$ cat src/rtl/wait_latch_sanitiser.sv
module wait_latch_sanitiser #(
  parameter int SYNC_STAGES = 2
) (
  input  logic       clk,
  input  logic       rst_n,
  input  logic [2:0] mode_i,
  input  logic       req_i,
  input  logic       rel_i,
  input  logic       cancel_i,
  input  logic [1:0] raw_i,
  output logic [1:0] hit_o
);

  localparam logic [2:0] M_HIGH  = 3'd0;
  localparam logic [2:0] M_LOW   = 3'd1;
  localparam logic [2:0] M_RISE  = 3'd2;
  localparam logic [2:0] M_FALL  = 3'd3;
  localparam logic [2:0] M_HILO  = 3'd4;
  localparam logic [2:0] M_ARB   = 3'd5;
  localparam logic [2:0] M_ARBLO = 3'd6;

  typedef enum logic [2:0] {S_IDLE, S_ARMED, S_HELD, S_HIGH_SEEN, S_DRAIN} state_t;

  state_t     state;
  logic [2:0] mode_q;
  logic       win;
  logic [1:0] sync_q [SYNC_STAGES];
  logic [1:0] cur, prev;
  logic [1:0] rise, fall;
  logic       fire;
  logic       arb_mode;

  always_ff @(posedge clk or negedge rst_n) begin
    if (!rst_n) begin
      for (int i = 0; i < SYNC_STAGES; i++) sync_q[i] <= '0;
      prev <= '0;
    end else begin
      sync_q[0] <= raw_i;
      for (int i = 1; i < SYNC_STAGES; i++) sync_q[i] <= sync_q[i-1];
      prev <= cur;
    end
  end

  assign cur      = sync_q[SYNC_STAGES-1];
  assign rise     = cur & ~prev;
  assign fall     = ~cur & prev;
  assign arb_mode = (mode_q == M_ARB) || (mode_q == M_ARBLO);

  always_comb begin
    case (mode_q)
      M_LOW:          fire = ~cur[0];
      M_RISE:         fire = rise[0];
      M_FALL:         fire = fall[0];
      M_ARB, M_ARBLO: fire = |cur;
      default:        fire = cur[0];
    endcase
  end

  always_ff @(posedge clk or negedge rst_n) begin
    if (!rst_n) begin
      state  <= S_IDLE;
      mode_q <= M_HIGH;
      win    <= 1'b0;
    end else begin
      case (state)
        S_IDLE: if (req_i) begin
          state  <= S_ARMED;
          mode_q <= (mode_i == 3'd7) ? M_HIGH : mode_i;
          win    <= 1'b0;
        end
        S_ARMED: if (cancel_i) begin
          state <= S_IDLE;
        end else if (fire) begin
          if (mode_q == M_HILO) begin
            state <= S_HIGH_SEEN;
          end else begin
            state <= S_HELD;
            win   <= arb_mode && !cur[0];
          end
        end
        S_HIGH_SEEN: if (rel_i) begin
          state <= S_IDLE;
        end else if (!cur[0]) begin
          state <= S_HELD;
          win   <= 1'b1;
        end
        S_HELD: if (rel_i) state <= (mode_q == M_ARBLO) ? S_DRAIN : S_IDLE;
        S_DRAIN: if (!cur[win]) state <= S_IDLE;
        default: state <= S_IDLE;
      endcase
    end
  end

  always_comb begin
    case (state)
      S_HIGH_SEEN:     hit_o = 2'b01;
      S_HELD, S_DRAIN: hit_o = win ? 2'b10 : 2'b01;
      default:         hit_o = 2'b00;
    endcase
  end


  idle_quiet_chk: assert property (@(posedge clk) disable iff (!rst_n)
    (state == S_IDLE && !req_i) |=> hit_o == 2'b00);


  hold_stable_chk: assert property (@(posedge clk) disable iff (!rst_n)
    (state == S_HELD && !rel_i) |=> $stable(hit_o));


  hit_onehot_chk: assert property (@(posedge clk) disable iff (!rst_n)
    $onehot0(hit_o));


  drain_hold_chk: assert property (@(posedge clk) disable iff (!rst_n)
    (state == S_DRAIN && cur[win]) |=> hit_o != 2'b00);


  release_drop_chk: assert property (@(posedge clk) disable iff (!rst_n)
    ((state == S_HELD || state == S_HIGH_SEEN) && rel_i && mode_q != M_ARBLO)
      |=> hit_o == 2'b00);


  cancel_clear_chk: assert property (@(posedge clk) disable iff (!rst_n)
    (state == S_ARMED && cancel_i) |=> hit_o == 2'b00);

endmodule

$ cat config.mk
export PLATFORM = sky130hd
export DESIGN_NAME = wait_latch_sanitiser
export DESIGN_NICKNAME = d
export VERILOG_FILES = /design/src/rtl/wait_latch_sanitiser.sv
export SDC_FILE = /design/constraint.sdc
export NUM_CORES = 1
export LEC_CHECK = 0
export BUFFER_PORTS_ARGS = -buffer_cell sky130_fd_sc_hd__clkbuf_2
export CAP_MARGIN = 10
export CORE_MARGIN = 2
export CORE_UTILIZATION = 57
export DETAILED_ROUTE_END_ITERATION = 10
export GPL_ROUTABILITY_DRIVEN = 0
export PLACE_DENSITY = 0.79
export REMOVE_ABC_BUFFERS = 1
export SETUP_SLACK_MARGIN = 0.1
export SLEW_MARGIN = 10
export SYNTH_ARGS = -nofsm -noshare
export SYNTH_HDL_FRONTEND = slang
export SYNTH_SLANG_ARGS = --single-unit
$ cat constraint.sdc
create_clock -name clk -period 3.15 [get_ports clk]
set_input_delay 0.4725 -clock clk [delete_from_list [all_inputs] [get_ports clk]]
set_output_delay 0.4725 -clock clk [all_outputs]
set_load 0.05 [all_outputs]
==> run_results.csv <==
group,metric,value,unit
sta,fin_crit_sh,0.614,
synthesis,synth.cell_area,743,um2
place,numPortBuffers,11,
worst_setup_path,reg2regPathDepth,5,
synthesis,ys_types,36,
sta,fin_tns_setup,0,ps
global_routing,grt_pass1_vias,565,
worst_setup_path,r2r-end,"state[1]",
routing,vias_per_cell,5.79,
global_routing,grt_pass1_wl,2330,um
pwr,ir_worst_vdd,0.457,mV
routing,drt_first_pass_iters,4,
routing,top_layer,"met4",
worst_setup_path,worst_path_max_delay_cell,"dfrtp_1",
clock_tree,cts_num_sinks,12,
layout,drive_above_1_share,0.211,
layout,area_growth,10.1,%
synthesis,synth_top_family_by_area,"simple AND/OR/NAND/NOR gates",
floorplanning,die_h,40.1,um
pwr,intPower,0.405,mW
worst_setup_path,crit_arrival,1460,ps
worst_setup_path,critPathLaunchType,"flip-flop",
pwr,power.total,0.713,mW
global_routing,grt_max_degree,13,
pwr,leakage,0.358,nW
pwr,clkPwrFrac,0.169,
synthesis,yosys.area_share.adder,0,
sta,slew_violations,0,
routing,antenna_left,0,
routing,wl_met1,685,um
routing,wl_per_cell,13.2,um
layout,final_nets,106,
synthesis,synthSimpleGateAreaFrac,0.273,
worst_setup_path,path_class,"flip-flop to primary output",
synthesis,synth-xor-area-share,0,
sta,rsz0062_at_grt,"no",
sta,hold_viol,0,
clock_tree,clockBufferDepth,2,
routing,wl_met2,720,um
worst_setup_path,r2r-start,"mode_q[0]",
clock_tree,clk_pin_slew,80,ps
worst_setup_path,r2r_slack,1450,ps
floorplanning,std_cell_rows,13,
synthesis,seq_area_frac_synth,0.404,
clock_tree,clk-insertion-delay-late,270,ps
worst_setup_path,endpoint_kind,"primary output",
sta,timing.slew.headroom,0.786,
floorplanning,die_area,0.00161,mm2
floorplanning,start_util,0.593,
pwr,p_seq_frac,0.392,
layout,final_common_cell,"dfrtp_1",
sta,period_needed,1930,ps
synthesis,synth_mux_area_frac,0.0135,
sta,finalSetupViolCount,0,
clock_tree,htree_levels,1,
global_routing,antenna_found_initial,0,
worst_setup_path,worst_ep_required_time,2680,ps
sta,worst_slew_pin_slew,321,ps
synthesis,ys_warn_count,0,
floorplanning,die_x,40.1,um
synthesis,syn_inst,85,
worst_setup_path,cp_cell_sequence,"nand2b_1 -> o31ai_1 -> clkbuf_2",
routing,wirelength,1450,um
job,max_cap_violations,0,
layout,n_antenna_cell,0,
pwr,switching_share,0.432,
hold_path,min-delay-path-class,"input port to asynchronous set/reset pin",
routing,initialDrtViolationCount,17,
pwr,comb_power_share,0.440,
clock_tree,cts-root-buf,"clkbuf_4",
clock_tree,cts_hold_buf,0,
layout,final_cell_mix,"dfrtp_1 (12), clkbuf_2 (11), nor2_1 (8), nand2_1 (7)",
clock_tree,post_cts_resized,0,
sta,holdWs,75.7,ps
routing,drc,0,
clock_tree,cts_tree,"built",
worst_setup_path,cpPeakStageDelay,460,ps
outcome,outcome,"finished clean",
global_routing,grt-ovfl-total,0,
global_routing,grt_use_total,0.230,
routing,wl_met3,36,um
worst_setup_path,critPathMaxFanout,9,
pwr,powerDensity,871,mW/mm2
floorplanning,core,0.00125,mm2
routing,vias,637,
synthesis,synth_compound_area_frac,0.237,
synthesis,ys_ff_latch,12,
synthesis,avgSynthCellArea,8.74,um2
floorplanning,io_pins,12,
sta,clock-skew-final,3.99,ps
clock_tree,postCtsSetupBuffers,0,
place,place_hpwl,1110,um
pwr,netSwitchingPower,0.308,mW
clock_tree,cts-buffers-inserted,3,
sta,fmax,0.517,GHz
[cells in the mapped netlist]
library cell	number	area (um2)
a21bo_2	1	10.0
o41ai_2	1	16.3
buf_2	1	5.00
buf_6	1	11.3
a21oi_1	4	20.0
nor2b_4	1	13.8
mux2i_1	1	10.0
a31oi_1	2	12.5
o31ai_1	1	7.51
nand2b_1	4	25.0
a21o_1	1	7.51
dfrtp_1	12	300
a31o_1	1	8.76
nand3b_1	1	7.51
nor3b_1	1	7.51
a22o_1	1	8.76
nand2_1	7	26.3
nand4bb_1	1	11.3
nand4b_1	1	8.76
nand3_1	3	15.0
and2_1	2	12.5
a311oi_1	1	8.76
nor2b_1	5	31.3
o311ai_1	1	8.76
o211ai_1	1	7.51
nor2_1	8	30.0
or4_1	1	7.51
buf_4	2	15.0
clkbuf_1	1	3.75
a31o_2	1	8.76
inv_2	1	3.75
o22ai_1	1	6.26
o21ai_0	5	25.0
inv_1	4	15.0
nor4_1	1	6.26
o21ai_1	4	20.0
[critical path: cells and delay by family, from the launching register on]
kind	cells	cell delay [ps]
AOI/OAI and AO/OA	1	210
buffers and inverters	1	320
DFF	1	460
and+or+nand+nor	1	210
[final cells by class]
type                       instances  area, um2
inverter                           5       18.8
timing repair buffer              11       55.1
sequential                        12        300
multi-input combinational         63        389
tap                               15       18.8
fill                             104        434
clock buffer                       4       36.3
[power by group through the flow]
| stage | sequential (mW) | clock (mW) | combinational [mW] |
|---|---|---|---|
| 2_1_floorplan | 0.257 | 0 | 0.252 |
| 3_3_place_gp | 0.277 | 0 | 0.309 |
| 3_5_place_dp | 0.280 | 0 | 0.314 |
| 4_1_cts | 0.277 | 0.125 | 0.316 |
| 5_1_grt | 0.288 | 0.130 | 0.349 |
| 6_report | 0.279 | 0.120 | 0.314 |
[metal layers]
layer	vias to the layer above	GRT usage
met5	-	0
met4	0	0.103
met3	2	0.0500
met2	12	0.379
met1	299	0.286
li1	324	-
[registers in the layout (all words and copies together), names as in the netlist]
register / flops
cur: 2
mode_q: 3
prev: 1
state: 3
sync_q: 2
win: 1
[how the worst max path moves through the flow]
stage               endpoint  slack (ps)      from
finish              hit_o[0]        1220  state[1]
global route        hit_o[0]        1130  state[1]
CTS                 hit_o[0]        1190  state[1]
detailed placement  hit_o[0]        1490  state[1]
global placement    hit_o[0]        1540  state[1]
floorplan           hit_o[0]         890  state[1]
[cell families (layout without fill, tap and decap cells)]
kind of cell | after synthesis | count (layout)
buffers and inverters | 10 | 20
multiplexers | 1 | 1
AO/OA/AOI/OAI | 26 | 26
flip-flops | 12 | 12
AND/OR/NAND/NOR | 36 | 36
[metrics by stage]
| stage | std cells | setup WS [ps] | area [um2] | utilization |
|---|---|---|---|---|
| floorplan | 80 | 885 | 708 | - |
| global placement | 106 | 1540 | 782 | 0.624 |
| detailed placement | 106 | 1490 | 782 | 0.624 |
| CTS | 110 | 1190 | 818 | 0.653 |
| global route | 110 | 1130 | 818 | 0.653 |
| finish | 110 | 1220 | 818 | 0.653 |
Note: power is estimated with default switching activity, not from simulation.
